## src/rtl/tac_pkg.sv

```systemverilog
package tac_pkg;
  // Significant length of a value: index of its top set bit plus one,
  // with a zero value reported as length one.
  function automatic logic [6:0] tac_sig_len(input logic [63:0] v);
    logic [6:0] r;
    r = 7'd1;
    for (int i = 0; i < 64; i++) begin
      if (v[i]) r = 7'(i + 1);
    end
    return r;
  endfunction
endpackage

```

## src/rtl/tac_ref_store.sv

```systemverilog
module tac_ref_store #(
  parameter int ADDR_W = 32
) (
  input  logic              clk,
  input  logic              rst_n,
  input  logic              take,
  input  logic [ADDR_W-1:0] addr,
  output logic [ADDR_W-1:0] ref_addr,
  output logic              ref_ok
);
  always_ff @(posedge clk or negedge rst_n) begin
    if (!rst_n) begin
      ref_addr <= '0;
      ref_ok   <= 1'b0;
    end else if (take) begin
      ref_addr <= addr;
      ref_ok   <= 1'b1;
    end
  end
endmodule

```

## src/rtl/tac_diff.sv

```systemverilog
module tac_diff
  import tac_pkg::*;
#(
  parameter int ADDR_W = 32,
  localparam int FW = ADDR_W - 1,
  localparam int LW = $clog2(ADDR_W)
) (
  input  logic [ADDR_W-1:0] addr,
  input  logic [ADDR_W-1:0] ref_addr,
  input  logic              ref_ok,
  input  logic              full_req,
  input  logic              no_diff,
  output logic [FW-1:0]     field,
  output logic [LW-1:0]     len,
  output logic              send_full
);
  logic [ADDR_W-1:0] diff;
  logic [FW-1:0]     rel_field;

  assign diff      = addr ^ ref_addr;
  assign rel_field = diff[ADDR_W-1:1];
  assign send_full = !ref_ok || full_req || no_diff;

  always_comb begin
    if (send_full) begin
      field = addr[ADDR_W-1:1];
      len   = LW'(FW);
    end else begin
      field = rel_field;
      len   = LW'(tac_sig_len(64'(rel_field)));
    end
  end
endmodule

```

## src/rtl/tac_out_reg.sv

```systemverilog
module tac_out_reg #(
  parameter int FW = 31,
  parameter int LW = 5
) (
  input  logic          clk,
  input  logic          rst_n,
  input  logic          vld_d,
  input  logic [FW-1:0] field_d,
  input  logic [LW-1:0] len_d,
  input  logic          full_d,
  output logic          vld_q,
  output logic [FW-1:0] field_q,
  output logic [LW-1:0] len_q,
  output logic          full_q
);
  always_ff @(posedge clk or negedge rst_n) begin
    if (!rst_n) begin
      vld_q   <= 1'b0;
      field_q <= '0;
      len_q   <= '0;
      full_q  <= 1'b0;
    end else begin
      vld_q <= vld_d;
      if (vld_d) begin
        field_q <= field_d;
        len_q   <= len_d;
        full_q  <= full_d;
      end
    end
  end
endmodule

```

## src/rtl/tac_compressor.sv

```systemverilog
module tac_compressor #(
  parameter int ADDR_W = 32,
  localparam int FW = ADDR_W - 1,
  localparam int LW = $clog2(ADDR_W)
) (
  input  logic              clk,
  input  logic              rst_n,
  input  logic              in_vld,
  input  logic [ADDR_W-1:0] in_addr,
  input  logic              in_full_req,
  input  logic              no_diff_mode,
  output logic              out_vld,
  output logic [FW-1:0]     out_field,
  output logic [LW-1:0]     out_len,
  output logic              out_is_full
);
  logic [ADDR_W-1:0] ref_addr;
  logic              ref_ok;
  logic [FW-1:0]     nxt_field;
  logic [LW-1:0]     nxt_len;
  logic              nxt_full;

  tac_ref_store #(.ADDR_W(ADDR_W)) u_ref (
    .clk(clk), .rst_n(rst_n), .take(in_vld), .addr(in_addr),
    .ref_addr(ref_addr), .ref_ok(ref_ok)
  );

  tac_diff #(.ADDR_W(ADDR_W)) u_diff (
    .addr(in_addr), .ref_addr(ref_addr), .ref_ok(ref_ok),
    .full_req(in_full_req), .no_diff(no_diff_mode),
    .field(nxt_field), .len(nxt_len), .send_full(nxt_full)
  );

  tac_out_reg #(.FW(FW), .LW(LW)) u_out (
    .clk(clk), .rst_n(rst_n), .vld_d(in_vld), .field_d(nxt_field),
    .len_d(nxt_len), .full_d(nxt_full),
    .vld_q(out_vld), .field_q(out_field), .len_q(out_len), .full_q(out_is_full)
  );
endmodule

```

## config.mk

```make
export PLATFORM = sky130hd
export DESIGN_NAME = tac_compressor
export DESIGN_NICKNAME = d
export VERILOG_FILES = /design/src/rtl/tac_pkg.sv /design/src/rtl/tac_ref_store.sv /design/src/rtl/tac_diff.sv /design/src/rtl/tac_out_reg.sv /design/src/rtl/tac_compressor.sv
export SDC_FILE = /design/constraint.sdc
export NUM_CORES = 1
export LEC_CHECK = 0
export ABC_AREA = 0
export BUFFER_PORTS_ARGS = -buffer_cell sky130_fd_sc_hd__buf_2
export CAP_MARGIN = 20
export CORE_ASPECT_RATIO = 1.25
export CORE_MARGIN = 10
export CORE_UTILIZATION = 55
export CTS_CLUSTER_DIAMETER = 120
export DETAILED_ROUTE_END_ITERATION = 16
export GPL_TIMING_DRIVEN = 0
export HOLD_SLACK_MARGIN = 0.06
export PLACE_DENSITY = 0.89
export SLEW_MARGIN = 10
export SYNTH_ARGS = -nofsm -noshare
export SYNTH_HDL_FRONTEND = slang
export SYNTH_HIERARCHICAL = 1
export SYNTH_SLANG_ARGS = --single-unit
```

## constraint.sdc

```tcl
create_clock -name clk -period 2.5 [get_ports clk]
set_input_delay 0.25 -clock clk [delete_from_list [all_inputs] [get_ports clk]]
set_output_delay 0.25 -clock clk [all_outputs]
set_load 0.01 [all_outputs]
```

* Yosys cells after proc, flatten, opt, wreduce, memory -nomap -nowiden
Index checks and enable logic that the tools add are counted.
** Word-level totals
- Output and inout port bits :: 38
- Logic and storage cells :: 42
- Register bits :: 71
- Input bits :: 37
** Cells by class
- Muxes and demuxes :: 32
- Reductions and logical operators :: 3
- Bitwise gates (word level) :: 1
** Operators with widths (count)
- 5-bit 2-to-1 mux :: 17
- 4-bit 2-to-1 mux :: 8
- 32-bit bitwise XOR :: 1
- 31-bit 2-to-1 mux :: 1
- 3-bit 2-to-1 mux :: 4
- 2-bit 2-to-1 mux :: 2
- 1-bit logical OR :: 2
- 1-bit zero test :: 1

* Depth between registers and ports, before layout
Gate-level depths: netlist (run 1).
- Depth after elaboration :: 32
- Mapped depth :: 7
- Depth with buffers taken out :: 7

* Cells and area by module
The synthesis (run 1) kept the hierarchy.
** Modules (own cells, without submodules)
- tac_out_reg :: cells each 79, times used 1, area an instance 1551.5 um2
- tac_ref_store :: cells each 70, times used 1, area an instance 1372.6 um2
- tac_diff :: cells each 162, times used 1, area an instance 1081.0 um2

* Worst setup path after synthesis (run 1)
No wires, ideal clock.
- Path type :: reg-to-reg
- Start :: reg u_ref.ref_addr[20]
- End :: reg u_out.len_q[2]
- Slack :: 781 ps
- Stages on the path, launching flop included :: 7
- Data arrival time :: 1595 ps
- Buffers on the path :: 0
- Setup time :: 125 ps
- Cell sequence :: dfrtp_1 xnor2_2 nand2_2 or3_4 nor3_1 o31ai_1 mux2_2
** Between the ends
- Longest elaborated chain between the ends :: 14
** Ends and longest elaborated chain
- from (decl) :: RTL line tac_ref_store.sv:8 : output logic [ADDR_W-1:0] ref_addr,
- from (signal assigned) :: RTL line tac_ref_store.sv:16 : ref_addr <= addr;
- 32-bit bitwise XOR :: RTL line tac_diff.sv:20 : assign diff = addr ^ ref_addr;
- 5-bit 2-to-1 mux (12 in series) :: RTL line tac_pkg.sv:8 : if (v[i]) r = 7'(i + 1);
- 5-bit 2-to-1 mux :: RTL line tac_diff.sv:25 : if (send_full) begin
- net nxt_len[2] :: RTL line tac_compressor.sv:20 : logic [LW-1:0] nxt_len;
- to (signal assigned) :: RTL line tac_out_reg.sv:26 : len_q <= len_d;
- to (decl) :: RTL line tac_out_reg.sv:13 : output logic [LW-1:0] len_q,
The timed path passes the listed nets, and every way through them passes these cells.
A chain may end at the register's enable or synchronous reset.

* Final worst setup path (run 1)
- Start :: reg u_ref.ref_addr[11]
- End :: reg u_out.len_q[1]
** Between the ends
- Longest elaborated chain between the ends :: 23
** Ends and longest elaborated chain (RTL line)
- 32-bit bitwise XOR :: tac_diff.sv:20
- 4-bit 2-to-1 mux (5 in series) :: tac_pkg.sv:8
- 5-bit 2-to-1 mux (16 in series) :: tac_pkg.sv:8
- 5-bit 2-to-1 mux :: tac_diff.sv:25
- net nxt_len[1] :: tac_compressor.sv:20
The timed path passes the listed nets, and every way through them passes these cells.

==> impl_metrics.ini, run 1 <==
[outcome]
outcome = finished, final reports clean

[timing]
finalSetupViolations = 0
tightest_slew_ns = 0.4902
tns_ns = 0
final-hold-violation-count = 0
grt_setup_unrepaired = false
clock-skew-final_ns = 0.008783
setup_ws_ns = 0.6234
fin_crit_sh_pct = 75.06
fmax_mhz = 532.9
slew_violations = 0
slew_headroom_pct = 67.32
min_period_ns = 1.877

[clock_network]
cts-htree-levels = 3
clock-sinks = 70
cts_inserted_buffers = 9
cts_buffer_depth = 2
worstSkewPairLatency_ns = 0.36
cts_tree = done
cts_root_buf = clkbuf_8
post_cts_buffers = 0
clk_pin_slew_worst_paths_ns = 0.08

[critical_path]
critPathSlowestCell = dfrtp_1
cpPeakStageDelay_ns = 0.42
path_buf_inv = 0
crit_required_ns = 2.74
crit_chain = xnor2_1 > and2_1 > nand3_1 > a311oi_1 > o221ai_1 > mux2_2
crit_fanout = 3
cp_top_family = compound AO/OA/AOI/OAI gates
end_kind = flip-flop
critPathArrivalTime_ns = 2.12
worst-setup-path-type = reg -> reg
startpoint_type = flip-flop

[floorplanning]
row_count = 34
die_w_um = 95.98
die_height_um = 115.0
design.portCount = 75
coreArea_sq_um = 6977
die_area_sq_um = 11040
start_util_pct = 56.89

[pwr]
intPower_mw = 2.154
p_comb_share_pct = 24.6
power_mw = 3.039
seq_power_share_pct = 44.8
vdd_ir_drop_max_mv = 0.3674
leakage_nw = 2.132
power_density_nw_per_um2 = 648.3
switching_share_pct = 29.12
power_switching_uw = 885.0
clockPowerShare_pct = 30.6

[placement]
gp_congestion = 0.8502
pre_cts_slack_ns = 0.6097
hpwlAfterDp_mm = 6.410
portBuffers = 73

[routing]
drt-total-wl_mm = 8.505
drc = 0
post_drt_wl_per_cell_um = 17.32
ant_nets = 0
drt_pre_antenna_iters = 4
drtIter0Drc = 124
post_drt_via_cell_ratio = 5.234
num_vias = 2570

[yosys]
syn_area_sq_um = 3969
syn_inst = 309
avgSynthCellArea_sq_um = 12.84
syn_nets = 346
ys_warn_count = 6

[layout]
drive_gt1_share_pct = 42.89
finalNetCount = 433
nFillCells = 523
seqCellArea_sq_um = 1752
multiInputGateArea_sq_um = 2048
syn2layout_area_growth_pct = 18.13
diodes = 0

[global_route]
antenna_found_initial = 0
grt_first_pass_wirelength_mm = 14.12
grt_start_max_net_pins = 40
grt_pass1_vias = 2827
overflow = 0
grt_usage_pct = 16.26

[job]
cap_viol_max_count = 0

[min_path]
hold_path_class = in -> reg
==> registers in the layout, indices dropped and copies added, names as in the netlist <==
name / cells
u_ref/ref_ok: 1
u_ref/ref_addr: 31
u_out/full_q: 1
u_out/vld_q: 1
u_out/field_q: 31
u_out/len_q: 5
==> cell usage in the layout (no fill, tap or decap), drive strengths merged, types with 2 or more instances in the layout <==
cell type,count
dlygate4sd3,2
and2b,2
a211oi,2
dfrtp,70
and2,2
o211ai,2
nand2,41
xor2,16
nor3,6
clkbuf,14
buf,82
xnor2,50
a21oi,2
nor2,9
or2,2
mux2,68
nand3,4
inv,5
nor2b,2
o21ai,4
clkinv,3
a311oi,2
==> worst register-to-register path, stage by stage, from the launching register on <==
cell      delay (ns)
dfrtp_1         0.42
xnor2_1         0.27
and2_1          0.19
nand3_1         0.07
a311oi_1        0.35
o221ai_1        0.18
mux2_2          0.28
==> worst paths after layout <==
| check | startpoint | to | slack, ns | cells past startpoint |
|---|---|---|---|---|
| max in group asynchronous | rst_n | u_out/field_q[2] | 1.58 | 3 |
| worst min-delay path | in_addr[1] | u_ref/ref_addr[1] | 0.16 | 2 |
| worst min register to register | u_ref/ref_ok | u_ref/ref_ok | 0.46 | 1 |
| worst max-delay path | u_ref/ref_addr[11] | u_out/len_q[1] | 0.62 | 6 |
| min in group asynchronous | rst_n | u_out/field_q[27] | 0.37 | 2 |
| worst max register to register | u_ref/ref_addr[11] | u_out/len_q[1] | 0.62 | 6 |
==> stage by stage <==
step / cells / hold WS [ns] / utilization [%] / cell area, sq um
floorplan: 309 / -0.04559 / - / 3969
global placement: 472 / 0.4054 / 63.74 / 4447
detailed placement: 473 / 0.2207 / 64.06 / 4469
CTS: 491 / 0.1518 / 67.20 / 4688
global route: 491 / 0.1582 / 67.20 / 4688
finish: 491 / 0.1592 / 67.20 / 4688
==> final cells by class <==
cell class                      count  share of cell area (%)
Buffer                             11                   3.283
Clock buffer                       11                   3.016
Clock inverter                      5                   1.228
Inverter                            4                  0.3203
Multi-Input combinational cell    224                   43.69
Sequential cell                    70                   37.36
Tap cell                           90                   2.402
Timing Repair Buffer               76                   8.700
==> power by group through the flow <==
| stage | registers, mW | clock network [mW] | logic (mW) |
|---|---|---|---|
| 2_1_floorplan | 1.41 | 0 | 0.463 |
| 3_3_place_gp | 1.37 | 0 | 0.723 |
| 3_5_place_dp | 1.38 | 0 | 0.748 |
| 4_1_cts | 1.36 | 0.948 | 0.755 |
| 5_1_grt | 1.38 | 1.00 | 0.808 |
| 6_report | 1.36 | 0.931 | 0.747 |
==> routing by layer <==
| layer | wire [um] | GRT usage, % | up-vias |
|---|---|---|---|
| li1 | - | - | 1221 |
| met1 | 3450 | 19.07 | 1266 |
| met2 | 4284 | 26.38 | 70 |
| met3 | 585 | 4.697 | 13 |
| met4 | 184 | 8.079 | 0 |
| met5 | 0 | 0 | - |
==> timing repair <==
action,CTS,global route
endpoints found under the hold margin,32,0
resized for setup,0,0
hold buffers,2,0
Note: power is estimated with default switching activity, not from simulation.
==> run 2, diff against run 1 <==
Settings changed: CORE_UTILIZATION 55 to 50, PLACE_DENSITY 0.89 to 0.86.
Clock period 2.5 ns to 1.6 ns, I/O delays scaled along.
==> run 2 against run 1 <==
- the flow now finishes with violations (setup timing)
- register-to-register slack worse by 0.77 ns
- clock power up 35%
- die area up 8.0%
- sequential share of layout area down 2.6 points
- clock skew down 0.0025 ns
- core utilization down 2.1 points
- design area up 7.6%
- sequential cell count unchanged
- non-clock buffer count up 22
- final cell count up 5.3%
- critical path type unchanged
- largest cell class unchanged
==> impl_metrics.ini, run 2 (synthesized netlist as in run 1, its figures left out) <==
[outcome]
outcome = complete, but fails checks
violations = setup timing

[clock_network]
cts_inserted_buffers = 9
clock-sinks = 70
cts-htree-levels = 3
cts_root_buf = clkbuf_8
cts_tree = done
cts_buffer_depth = 2
worstSkewPairLatency_ns = 0.35
clk_pin_slew_worst_paths_ns = 0.07

[critical_path]
end_kind = flip-flop
crit_required_ns = 1.83
reg2reg_from = u_ref/ref_addr[22]
crit_fanout = 4
critPathArrivalTime_ns = 1.98
critPathSlowestCell = dfrtp_1
startpoint_type = flip-flop
crit_chain = xnor2_2 > nand2_2 > or3_4 > nor3_2 > nand2_1 > mux2_2
reg2reg_depth = 6
rr_endpoint = u_out/len_q[4]
worst-setup-path-type = reg -> reg
r2r_slack_ns = -0.15
cpPeakStageDelay_ns = 0.41

[floorplanning]
row_count = 36
die_area_sq_um = 11920
design.portCount = 75
die_w_um = 99.69
die_height_um = 119.6
coreArea_sq_um = 7747
start_util_pct = 51.23

[layout]
final_cell_mix = buf_2 (72), dfrtp_1 (70), mux2_4 (61)
finalNetCount = 455
syn2layout_area_growth_pct = 27.05
layout_commonest_cell = buf_2
reg_top3 = u_out/field_q (31), u_ref/ref_addr (31), u_out/len_q (5)
drive_gt1_share_pct = 50.95
finalNonFillerCells = 517
nFillCells = 534
multiInputGateArea_sq_um = 2208
seqCellArea_sq_um = 1752
diodes = 0

[routing]
post_drt_via_cell_ratio = 5.280
drtIter0Drc = 213
drc = 0
drt-total-wl_mm = 9.618
drt_pre_antenna_iters = 5
post_drt_wl_per_cell_um = 18.60
num_vias = 2730
ant_nets = 0

[pwr]
vdd_ir_drop_max_mv = 0.5971
leakage_nw = 2.318
power_density_nw_per_um2 = 948.3

[job]
cap_viol_max_count = 0

[global_route]
antenna_found_initial = 0
overflow = 0
grt_start_max_net_pins = 48
grt_pass1_vias = 3053
grt_usage_pct = 16.40
grt_first_pass_wirelength_mm = 15.79

[timing]
clock-skew-final_ns = 0.006277
min_period_ns = 1.745
setup_ws_ns = -0.1453
fmax_mhz = 573.0
slew_headroom_pct = 74.01
slew_violations = 0
tns_ns = -0.6557
final-hold-violation-count = 0
grt_setup_unrepaired = true
fin_crit_sh_pct = 109.1
finalSetupViolations = 5
tightest_slew_ns = 0.3875

[min_path]
hold_end = u_ref/ref_addr[19]
whs_path_depth = 2
hp-start = in_addr[19]
hold_path_class = in -> reg

[placement]
portBuffers = 73
hpwlAfterDp_mm = 6.405
gp_congestion = 0.8599
pre_cts_slack_ns = -0.2333
dp.cells = 478
[run 2: cell count changes in the layout (fill, tap and decap cells not counted), moves of 3 or more]
cell     change
buf_4       +20
xnor2_1      -6
xnor2_2      +6
nor3_1       -4
xor2_1       -3
xor2_2       +3
[run 2: critical path, delay by kind of cell (launching register included)]
kind,cells,cell delay [ns]
mux,1,0.26
simple gates,4,0.74
flops,1,0.41
xor+xnor,1,0.21
[run 2: power by group]
| group | internal, mW | leakage [nW] | switching, mW |
|---|---|---|---|
| Combinational | 0.745 | 1.43 | 0.646 |
| Sequential | 1.97 | 0.799 | 0.153 |
| Clock | 0.639 | 0.0865 | 0.624 |
| Total | 3.36 | 2.32 | 1.42 |
[run 2: layout make-up]
cell class | instances | area share [%]
Buffer | 10 | 3.275
Clock inverter | 1 | 0.09926
Multi-Input combinational cell | 224 | 43.80
Tap cell | 95 | 2.357
Inverter | 4 | 0.2978
Sequential cell | 70 | 34.74
Timing Repair Buffer | 99 | 12.21
Clock buffer | 14 | 3.226
[run 2: repair_timing]
action / 4_1_cts / 5_1_grt
pin swaps: 21 / 9
gates cloned: 0 / 1
endpoints found under the hold margin: 58 / 0
buffers inserted: 18 / 4
hold buffers: 3 / 0
setup endpoints to repair: 35 / 24
resized for setup: 20 / 19
[run 2: routing by layer]
metal / global-route usage [%] / share of wire [%] / up-vias
li1: - / - / 1256
met5: 0 / 0 / -
met3: 6.142 / 7.0 / 24
met1: 18.16 / 38 / 1348
met2: 27.31 / 52 / 102
met4: 7.181 / 3.0 / 0
[run 2: stage by stage]
stage / instance area [sq um] / total power, mW / utilization [%] / hold slack (ns)
finish: 5042 / 4.781 / 65.08 / 0.09087
global route: 5042 / 5.026 / 65.08 / 0.08114
global placement: 4463 / 3.275 / 57.61 / 0.3215
floorplan: 3979 / 2.922 / - / -0.1356
detailed placement: 4493 / 3.331 / 57.99 / 0.09282
CTS: 4917 / 4.722 / 63.47 / 0.07537
[run 2: worst max-delay path by stage]
stage | startpoint | endpoint | slack (ns) | cells past startpoint
after detailed placement | u_ref/ref_ok | u_out/field_q[7] | -0.23 | 5
after global routing | u_ref/ref_addr[5] | u_out/len_q[0] | -0.23 | 6
after global placement | u_ref/ref_ok | u_out/len_q[3] | -0.20 | 7
after floorplan | u_ref/ref_addr[20] | u_out/len_q[2] | -0.03 | 6
after CTS | u_ref/ref_addr[22] | u_out/len_q[2] | -0.09 | 6
final | u_ref/ref_addr[22] | u_out/len_q[4] | -0.15 | 6
==> run 3, diff against run 2 <==
Settings changed: PLACE_DENSITY 0.86 to not set, PLACE_DENSITY_LB_ADDON set to 0.12.
==> run 3 against run 2 <==
- the flow still finishes with violations (setup timing)
- largest power group unchanged
- setup slack improved by 0.012 ns
- maximum frequency rose by 0.69%
- total power fell by 1.4%
- worst hold slack improved by 0.0028 ns
- sequential share of layout area rose by 0.87 points
- clock-buffer cell count fell by 1
- design area fell by 2.5%
- combinational power fell by 10%
- via count fell by 6.3%
==> impl_metrics.ini, run 3 (synthesized netlist as in run 1, its figures left out) <==
[outcome]
outcome = complete, but fails checks
violations = setup timing

[timing]
clock-skew-final_ns = 0.008515
min_period_ns = 1.733
final-hold-violation-count = 0
grt_setup_unrepaired = true
fin_crit_sh_pct = 108.3
tightest_slew_ns = 0.3712
finalSetupViolations = 5
slew_violations = 0
fmax_mhz = 576.9
slew_headroom_pct = 75.25
setup_ws_ns = -0.1334

[placement]
place_area_sq_um = 4493
portBuffers = 73
dp.cells = 478
hpwlAfterDp_mm = 6.101
pre_cts_slack_ns = -0.2657
gp_congestion = 0.7791

[floorplanning]
start_util_pct = 51.23
die_height_um = 119.6
die_w_um = 99.69
die_area_sq_um = 11920
coreArea_sq_um = 7747
design.portCount = 75
row_count = 36

[global_route]
grt_pass1_vias = 2845
overflow = 0
grt_usage_pct = 14.41
antenna_found_initial = 0
grt_first_pass_wirelength_mm = 13.98
grt_start_max_net_pins = 46

[critical_path]
startpoint_type = flip-flop
crit_fanout = 3
path_buf_inv = 0
crit_chain = xnor2_2 > and2_1 > nand2_1 > a311oi_2 > o221ai_1 > mux2_2
critical_path_depth = 6
end_kind = flip-flop
critPathSlowestCell = dfrtp_1
worst-setup-path-type = reg -> reg
crit_required_ns = 1.83
reg2reg_from = u_ref/ref_addr[11]
r2r_slack_ns = -0.13
rr_endpoint = u_out/len_q[1]
cp_top_family = compound AO/OA/AOI/OAI gates
critPathArrivalTime_ns = 1.97
reg2reg_depth = 6
cpPeakStageDelay_ns = 0.42

[clock_network]
cts_buffer_depth = 2
cts-htree-levels = 3
cts_root_buf = clkbuf_8
worstSkewPairLatency_ns = 0.35
cts_inserted_buffers = 9
clk_pin_slew_worst_paths_ns = 0.07
cts_tree = done
clock-sinks = 70

[pwr]
vdd_ir_drop_max_mv = 0.5480
power_mw = 4.713
power_density_nw_per_um2 = 958.3
leakage_nw = 2.244

[layout]
utilization_pct = 63.49
layout_commonest_cell = buf_2
design_area_sq_um = 4918
syn2layout_area_growth_pct = 23.93
finalNetCount = 445
finalNonFillerCells = 508
diodes = 0
nFillCells = 625
final_cell_mix = buf_2 (72), dfrtp_1 (70), mux2_4 (61)
drive_gt1_share_pct = 48.91
reg_top3 = u_out/field_q (31), u_ref/ref_addr (31), u_out/len_q (5)

[routing]
drt_pre_antenna_iters = 4
post_drt_wl_per_cell_um = 16.47
post_drt_via_cell_ratio = 5.033
drc = 0
drtIter0Drc = 54
ant_nets = 0
num_vias = 2557
drt-total-wl_mm = 8.368

[min_path]
hp-start = in_addr[7]
whs_path_depth = 2
hold_path_class = in -> reg
hold_end = u_ref/ref_addr[7]

[job]
cap_viol_max_count = 0
==> run 3: layout make-up <==
type / instances / area, sq um / share of cell area, %
clock inverter: 3 / 17.52 / 0.3561
buffer: 11 / 172.7 / 3.511
inverter: 4 / 15.01 / 0.3053
timing repair buffer: 88 / 511.7 / 10.40
sequential: 70 / 1752 / 35.61
multi-input combinational: 224 / 2162 / 43.96
clock buffer: 13 / 168.9 / 3.434
tap: 95 / 118.9 / 2.417
==> run 3: power breakdown <==
group          internal [mW]  switching (mW)
logic                  0.685           0.566
clock network          0.686           0.657
registers               1.97           0.147
==> run 3: metal layers <==
layer / routed length [um] / part of all wire (%) / track usage, % / vias to the layer above
met5: 0 / 0 / 0 / -
met4: 93 / 1.1 / 5.566 / 0
met3: 529 / 6.3 / 5.224 / 9
met2: 4001 / 48 / 22.69 / 57
met1: 3744 / 45 / 17.48 / 1252
li1: - / - / - / 1239
==> run 3: timing repair <==
action / CTS / global route
resized for setup: 19 / 12
hold buffers: 3 / 0
setup endpoints to repair: 35 / 30
buffers inserted: 10 / 1
pin swaps: 17 / 6
hold endpoints to repair: 27 / 0
==> run 3: how the worst max path moves through the flow <==
stage | from | end | slack [ns]
2_1_floorplan | u_ref/ref_addr[20] | u_out/len_q[2] | -0.03
3_5_place_dp | u_ref/ref_addr[11] | u_out/len_q[1] | -0.27
5_1_grt | u_ref/ref_ok | u_out/len_q[3] | -0.22
4_1_cts | u_ref/ref_addr[11] | u_out/len_q[1] | -0.13
3_3_place_gp | u_ref/ref_addr[11] | u_out/len_q[1] | -0.27
6_report | u_ref/ref_addr[11] | u_out/len_q[1] | -0.13
==> run 3: metrics by stage <==
stage          hold WS, ns  setup TNS (ns)
6_report           0.09368         -0.4838
5_1_grt            0.08583          -1.520
4_1_cts            0.07517         -0.5263
3_5_place_dp        0.1076          -6.511
3_3_place_gp        0.3226          -10.76
2_1_floorplan      -0.1356        -0.02728
